$ cat src/rtl/ar_pkg.sv
package ar_pkg;
    localparam int DEF_PERIOD_LOG2 = 17;
    localparam int DEF_PULSE_LEN   = 8;
    localparam int DEF_DIV_LOG2    = 3;
    localparam int DEF_SYNC_STAGES = 2;

    typedef struct packed {
        logic period_wrap;
        logic halt_exit;
    } trig_t;

    function automatic logic trig_any(trig_t t);
        return t.period_wrap | t.halt_exit;
    endfunction
endpackage

$ cat src/rtl/ar_por_sync.sv
module ar_por_sync #(
    parameter int STAGES = 2
) (
    input  logic clk,
    input  logic por_ok,
    output logic por_low
);
    logic [STAGES-1:0] sync_q;

    always_ff @(posedge clk) begin
        sync_q <= {sync_q[STAGES-2:0], por_ok};
    end

    assign por_low = ~sync_q[STAGES-1];
endmodule

$ cat src/rtl/ar_prescaler.sv
module ar_prescaler #(
    parameter int DIV_LOG2 = 3
) (
    input  logic clk,
    input  logic por_low,
    input  logic halt,
    input  logic div_sel,
    output logic tick
);
    logic [DIV_LOG2-1:0] phase_q;

    always_ff @(posedge clk) begin
        if (por_low)
            phase_q <= '0;
        else if (!halt)
            phase_q <= phase_q + 1'b1;
    end

    logic phase_hit;
    assign phase_hit = div_sel ? (&phase_q) : 1'b1;
    assign tick      = ~por_low & ~halt & phase_hit;
endmodule

$ cat src/rtl/ar_period_timer.sv
module ar_period_timer #(
    parameter int PERIOD_LOG2 = 17
) (
    input  logic                   clk,
    input  logic                   por_low,
    input  logic                   tick,
    input  logic                   clear,
    output logic                   wrap,
    output logic [PERIOD_LOG2-1:0] count
);
    localparam logic [PERIOD_LOG2-1:0] CNT_LAST = '1;

    always_ff @(posedge clk) begin
        if (por_low || clear)
            count <= '0;
        else if (tick)
            count <= count + 1'b1;
    end

    assign wrap = tick & (count == CNT_LAST);
endmodule

$ cat src/rtl/ar_halt_exit.sv
module ar_halt_exit (
    input  logic clk,
    input  logic por_low,
    input  logic halt,
    input  logic tick,
    output logic exit_pulse,
    output logic halt_seen
);
    always_ff @(posedge clk) begin
        if (por_low)
            halt_seen <= 1'b0;
        else if (halt)
            halt_seen <= 1'b1;
        else if (tick)
            halt_seen <= 1'b0;
    end

    assign exit_pulse = tick & halt_seen;
endmodule

$ cat src/rtl/ar_pulse_shaper.sv
module ar_pulse_shaper #(
    parameter int PULSE_LEN = 8
) (
    input  logic          clk,
    input  logic          por_low,
    input  logic          tick,
    input  ar_pkg::trig_t trig,
    output logic          rst_q,
    output logic [$clog2(PULSE_LEN+1)-1:0] remain
);
    localparam int CW = $clog2(PULSE_LEN + 1);
    localparam logic [CW-1:0] LOAD = CW'(PULSE_LEN);

    logic [CW-1:0] remain_nxt;

    always_comb begin
        remain_nxt = remain;
        if (por_low || ar_pkg::trig_any(trig))
            remain_nxt = LOAD;
        else if (tick && remain != '0)
            remain_nxt = remain - 1'b1;
    end

    always_ff @(posedge clk) begin
        remain <= remain_nxt;
        rst_q  <= (remain_nxt != '0);
    end
endmodule

$ cat src/rtl/auto_reset_gen.sv
module auto_reset_gen #(
    parameter int PERIOD_LOG2 = ar_pkg::DEF_PERIOD_LOG2,
    parameter int PULSE_LEN   = ar_pkg::DEF_PULSE_LEN,
    parameter int DIV_LOG2    = ar_pkg::DEF_DIV_LOG2,
    parameter int SYNC_STAGES = ar_pkg::DEF_SYNC_STAGES
) (
    input  logic clk_osc,
    input  logic div_sel,
    input  logic por_ok,
    input  logic halt_req,
    output logic rst_out,
    output logic sys_tick
);
    localparam int CW = $clog2(PULSE_LEN + 1);

    logic                   por_low;
    logic                   tick;
    logic                   halt_seen;
    logic [PERIOD_LOG2-1:0] per_cnt;
    logic [CW-1:0]          pw_cnt;
    ar_pkg::trig_t          trig;

    ar_por_sync #(.STAGES(SYNC_STAGES)) u_sync (
        .clk(clk_osc), .por_ok(por_ok), .por_low(por_low)
    );

    ar_prescaler #(.DIV_LOG2(DIV_LOG2)) u_pre (
        .clk(clk_osc), .por_low(por_low), .halt(halt_req),
        .div_sel(div_sel), .tick(tick)
    );

    ar_period_timer #(.PERIOD_LOG2(PERIOD_LOG2)) u_per (
        .clk(clk_osc), .por_low(por_low), .tick(tick),
        .clear(ar_pkg::trig_any(trig)), .wrap(trig.period_wrap),
        .count(per_cnt)
    );

    ar_halt_exit u_hx (
        .clk(clk_osc), .por_low(por_low), .halt(halt_req), .tick(tick),
        .exit_pulse(trig.halt_exit), .halt_seen(halt_seen)
    );

    ar_pulse_shaper #(.PULSE_LEN(PULSE_LEN)) u_pw (
        .clk(clk_osc), .por_low(por_low), .tick(tick), .trig(trig),
        .rst_q(rst_out), .remain(pw_cnt)
    );

    assign sys_tick = tick;
endmodule

$ cat config.mk
export PLATFORM = sky130hd
export DESIGN_NAME = auto_reset_gen
export DESIGN_NICKNAME = d
export VERILOG_FILES = /design/src/rtl/ar_pkg.sv /design/src/rtl/ar_por_sync.sv /design/src/rtl/ar_prescaler.sv /design/src/rtl/ar_period_timer.sv /design/src/rtl/ar_halt_exit.sv /design/src/rtl/ar_pulse_shaper.sv /design/src/rtl/auto_reset_gen.sv
export SDC_FILE = /design/constraint.sdc
export NUM_CORES = 1
export LEC_CHECK = 0
export CAP_MARGIN = 40
export CORE_UTILIZATION = 30
export DETAILED_ROUTE_END_ITERATION = 8
export PLACE_DENSITY_LB_ADDON = 0.05
export SYNTH_ARGS = -nofsm -noshare
export SYNTH_HDL_FRONTEND = slang
export SYNTH_SLANG_ARGS = --single-unit
export TNS_END_PERCENT = 5
$ cat constraint.sdc
create_clock -name clk_osc -period 2.9 [get_ports clk_osc]
set_clock_uncertainty 0.1 [all_clocks]
set_input_delay 0.435 -clock clk_osc [delete_from_list [all_inputs] [get_ports clk_osc]]
set_output_delay 0.435 -clock clk_osc [all_outputs]
set_load 0.01 [all_outputs]
---- Word level (Yosys, flattened, before mapping) ----
Index checks and enable logic that the tools add are counted.
storage, ports and cells
  register bits after elaboration ......... 28
  input port bits ......................... 4
  output and inout bits ................... 2
cells by class
  mux-type cells .......................... 5
  equality and inequality tests ........... 1
  reduce and logical (&&, ||, !) cells .... 6
  bitwise logic cells ..................... 7
  add/sub/neg operators ................... 3
operators with widths
  kind                                                                number
  17-bit by 1-bit adder with 17-bit output, second input constant     1
  17-bit equality test, second input constant                         1
  4-bit two-way mux                                                   2
  4-bit nonzero test                                                  2
  1-bit bitwise AND                                                   4
  4-bit by 1-bit subtractor with 4-bit output, second input constant  1
  3-bit by 1-bit adder with 3-bit output, second input constant       1
  1-bit two-way mux                                                   3
  3-bit AND reduction                                                 1
  1-bit NOT                                                           2
  2-bit nonzero test                                                  1
  1-bit logical AND                                                   1
  1-bit logical OR                                                    1
  1-bit bitwise OR                                                    1

---- Logic depth before layout (Yosys ltp) ----
  depth in word-level cells ............... 8
  depth in mapped cells ................... 9
  depth with buffers taken out ............ 8

---- By module ----
From an unflattened synthesis, not the netlist that was laid out.
second synthesis, totals
  cell total of the unflattened synthesis .. 135
  area total of the unflattened synthesis .. 1258.7 um2
modules (own cells, without submodules)
  module           area an instance (um2)  cells an instance  instances
  ar_period_timer  784.5                   87                 1
  ar_pulse_shaper  241.5                   26                 1
  ar_prescaler     136.4                   13                 1
  ar_halt_exit     46.3                    5                  1
  ar_por_sync      43.8                    3                  1
  auto_reset_gen   6.3                     1                  1

---- Least setup slack after synthesis ----
Ideal clock, no wire load.
  path type ............................... register to register
  start point ............................. register u_per.count[5]
  end point ............................... register u_pw.rst_q
  setup time .............................. 134 ps
  setup slack ............................. 561 ps
  stages on the path, launching flop included .. 10
  data required time ...................... 2666 ps
  data arrival time ....................... 2105 ps
  path through ............................ dfxtp_1 -> and4_1 -> nand4_4 -> nor3_1 -> ha_1 -> nor2_1 -> o31ai_1 -> buf_2 -> a211oi_1 -> or4_1
on the way
  longest elaborated chain between the ends .. 6
RTL lines
  element                 RTL line               text
  from (decl)             ar_period_timer.sv:9   output logic [PERIOD_LOG2-1:0] count
  from (signal assigned)  ar_period_timer.sv:17  count <= count + 1'b1;
  17-bit equality test    ar_period_timer.sv:20  assign wrap = tick & (count == CNT_LAST);
  1-bit bitwise AND       ar_period_timer.sv:20
  1-bit bitwise OR        ar_pkg.sv:13           return t.period_wrap | t.halt_exit;
  1-bit logical OR        ar_pulse_shaper.sv:18  if (por_low || ar_pkg::trig_any(trig))
  4-bit two-way mux       ar_pulse_shaper.sv:18
  net u_pw.remain_nxt[1]  ar_pulse_shaper.sv:14  logic [CW-1:0] remain_nxt;
  4-bit nonzero test      ar_pulse_shaper.sv:26  rst_q <= (remain_nxt != '0);
  to (signal assigned)    ar_pulse_shaper.sv:26
  to (decl)               ar_pulse_shaper.sv:8   output logic rst_q,
The timed path passes the listed nets, and every way through them passes these cells.
A chain may end at the register's enable or synchronous reset.

---- Final worst setup path ----
  start point ............................. input halt_req
  end point ............................... output sys_tick
on the way
  longest elaborated chain between the ends .. 3
RTL lines
  element                          RTL line              text
  from (decl)                      auto_reset_gen.sv:10  input logic halt_req,
  1-bit NOT                        ar_prescaler.sv:21    assign tick = ~por_low & ~halt & phase_hit;
  1-bit bitwise AND (2 in series)  ar_prescaler.sv:21
  to (decl)                        auto_reset_gen.sv:12  output logic sys_tick
Every way passes these cells.

==> flow_summary.rst <==
.. list-table::
   :header-rows: 1

   * - Metric
     - Value
   * - Run status
     - finished, final reports clean
   * - Total non-filler cell area in the finished layout
     - about 0.0015 mm2
   * - Non-filler cells in the finished layout
     - just under 200
   * - Worst Hold Class
     - reg -> reg
   * - Antenna violations before repair
     - 0
   * - Share of the clock period used by the worst path after layout
     - between 80% and 90%
   * - Routability Congestion
     - between 0.7 and 0.8
   * - Final antenna-violating net count
     - 0
   * - Number of placed cells counting well taps
     - 194
   * - Startpoint kind of the worst setup timing path
     - input pin
   * - Global-route wire length before repair
     - approximately 4.4 mm
   * - Post-synth EDFFs
     - 0
   * - Maximum number of pins on one net before global-route repair
     - 15
   * - Max Fanout on Critical Path
     - 9
   * - Post-synthesis register bit count
     - 28
   * - Final count of pins violating max slew
     - 0
   * - Start point of the critical path
     - halt_req
   * - Leakage power
     - 0.000501 uW
   * - Number of cell instances on the worst register-to-register path
     - 9
   * - Launch instance of the worst register-to-register path
     - u_per.count[5]$_SDFFE_PP0P_
   * - Maximum achievable frequency
     - 387 MHz
   * - Routed len/inst
     - 12.8 um
   * - Total Nets Final
     - 158
   * - Total setup buffers inserted after CTS
     - 0
   * - Combined global-route utilization of all metal layers
     - between 10% and 20%
   * - Share of final-layout standard cells stronger than drive strength 1
     - under 10%
   * - Worst R2R End
     - u_pw.rst_q$_DFF_P_
   * - Clock-pin slew reported for the worst setup and hold paths after clock tree synthesis
     - 80 ps
   * - Proportion of power drawn by flip-flops and latches
     - between 60% and 70%
   * - Final Hold Viols
     - 0
   * - Share of synthesized registers carrying an async set or reset
     - 0%
   * - Critical Path End
     - sys_tick
   * - Number of optimization iterations in the first detailed-route pass
     - 4
   * - Synthesized net count
     - roughly 150
   * - Post-synthesis instance total
     - between 100 and 150
   * - CTS tree
     - built
   * - Total number of placement rows
     - 23
   * - Commonest non-fill, non-tap cells in the layout
     - dfxtp_1, nor2_1, a21oi_1
   * - Clock root cell
     - clkbuf_8
   * - Count of unique library cells instantiated by Yosys
     - 36
   * - Post-CTS sizing
     - 0
   * - Die Wd
     - 68.0 um
   * - Switching Share
     - between 20% and 30%
   * - Top-Level Pins
     - 6
   * - Logic pwr share
     - under 10%
   * - Number of violations reported at the end of detailed-routing iteration 0
     - 49
   * - Relative max-transition margin
     - between 60 and 70%
   * - Port bufs
     - 5
   * - Internal power summed over all cells
     - 516 uW
   * - Start-to-end type of the worst setup path
     - in -> out
   * - Setup Viol. Count Final
     - 0
   * - Hold Path Origin
     - u_sync.sync_q[0]$_DFF_P_
   * - Average via count per standard cell
     - approximately 5.2
   * - Worst slew pin tran
     - between 400 and 500 ps
   * - Final worst path period need
     - approximately 2600 ps
   * - Area of the placeable core
     - about 0.004 mm2
   * - Most frequent standard cell in the layout excluding fill and tap cells
     - dfxtp_1
   * - Starting density of the core
     - a little under a third
   * - Worst ir drop on vdd
     - 0.223 mV
   * - Syn-to-layout area delta
     - 11.2%
   * - Sink Count
     - 28
   * - Sum of net half-perimeters after detailed placement
     - ~1.9 mm
   * - WP data required
     - between 2000 and 2500 ps
   * - Total die area
     - approximately 0.0046 mm2
   * - Cell area after placement
     - approximately 0.0014 mm2
   * - P per Cell Area
     - approximately 460 mW/mm2
   * - Htree depth
     - 1
   * - Worst hold slack
     - 235 ps
   * - Endpoint arrival time on the critical path
     - slightly above 2000 ps
   * - Mapped cell area
     - roughly 0.0013 mm2
   * - Post-Syn Area per Cell
     - slightly above 9 um2
   * - Part of the power in the clock network
     - between 30% and 40%
   * - Number of stages on the worst hold path
     - 0
   * - Aggregate routed wire length
     - approximately 2.5 mm
   * - Diodes inserted
     - 0
   * - Congestion Overflow GR
     - 0
   * - Fraction of the yosys area taken by sequential cells
     - between 40% and 50%
   * - Number of buffers created by CTS
     - 3
   * - Height of the die
     - around 68 um
   * - Unrepaired setup endpoints after global routing
     - false
   * - Residual DRC count
     - 0
   * - Cts hold-fix bufs
     - 0
   * - Accumulated negative setup slack
     - 0 ps
   * - Worst-skew pair later-pin latency
     - roughly 270 ps
   * - Slack of the worst reg-to-reg path
     - between 300 and 400 ps
   * - Critical Path Sink Type
     - output pin
   * - Total design power
     - 667 uW
   * - Max clock buf depth
     - 2
   * - Vias in the first global route
     - ~980
   * - Switching Power
     - roughly 150 uW
   * - Yosys Warn Count
     - 0
   * - Via count of the routed design
     - between 1000 and 1500
   * - Most common flop cell mapped by yosys
     - dfxtp_1
   * - Max-capacitance violation count
     - 0
synthesized netlist by cell type (4+ instances only):
| cell | n | area share [%] |
|---|---|---|
| dfxtp_1 | 28 | 43 |
| nor2_1 | 12 | 3.5 |
| a21oi_1 | 11 | 4.2 |
| o21ai_0 | 8 | 3.1 |
| or3_1 | 8 | 3.8 |
| nand3_1 | 6 | 2.3 |
| nand4_1 | 6 | 2.9 |
| or4_1 | 6 | 3.5 |
| ha_1 | 5 | 4.8 |
| inv_1 | 5 | 1.4 |
| o31ai_1 | 5 | 2.9 |
| mux2i_1 | 4 | 3.1 |
| nand2_1 | 4 | 1.2 |
routing by layer:
metal	up-vias	GRT usage, %	share of wire [%]
li1	532	-	-
met1	481	17.2	51
met2	6	20.1	47
met3	2	2.00	1.2
met4	0	5.47	0.71
met5	-	0	0
state kept, by name, summed over array words and instances (netlist names):
name / count
u_pw.rst_q: 1
u_hx.halt_seen: 1
u_per.count: 17
u_pre.phase_q: 3
u_sync.sync_q: 2
u_pw.remain: 4
kinds of logic after synthesis:
family / share of synthesized area (%)
and+or+nand+nor: 28.3
AOI/OAI and AO/OA: 12.6
adders and majority gates: 4.79
muxes: 3.93
DFF: 43.0
buffers and inverters: 4.12
xor gates and xnor gates: 3.36
worst min path at each step:
stage,endpoint
floorplan,u_sync.sync_q[1]$_DFF_P_
global placement,u_sync.sync_q[1]$_DFF_P_
detailed placement,u_sync.sync_q[1]$_DFF_P_
CTS,u_sync.sync_q[1]$_DFF_P_
global route,u_sync.sync_q[1]$_DFF_P_
finish,u_sync.sync_q[1]$_DFF_P_
worst max-delay path, stage by stage:
cell             delay [ps]
clkdlybuf4s50_1         620
nand2b_1                280
nor2_1                  150
clkdlybuf4s50_1         560
stage by stage:
step	utilization (%)	setup slack [ps]
after floorplan	-	561
after global placement	34.5	322
after detailed placement	34.5	279
after CTS	35.5	302
after global routing	35.5	162
final	35.5	315
final cells by class:
class                   instances  area, um2
fillers                       424       2640
multi-input cells             103        696
flip-flops and latches         28        561
repair buffers                  8       72.6
inverters                       5       18.8
well taps                      50       62.6
clock buffers                   3       41.3
power groups by stage:
stage                     Combinational, uW  Clock, uW  Sequential [uW]
after detailed placement               57.3          0              413
after floorplan                        41.7          0              410
after global placement                 56.6          0              413
after CTS                              57.5        220              404
final                                  56.7        206              404
after global routing                   63.3        233              406
Power figures use the tool's default switching activity.
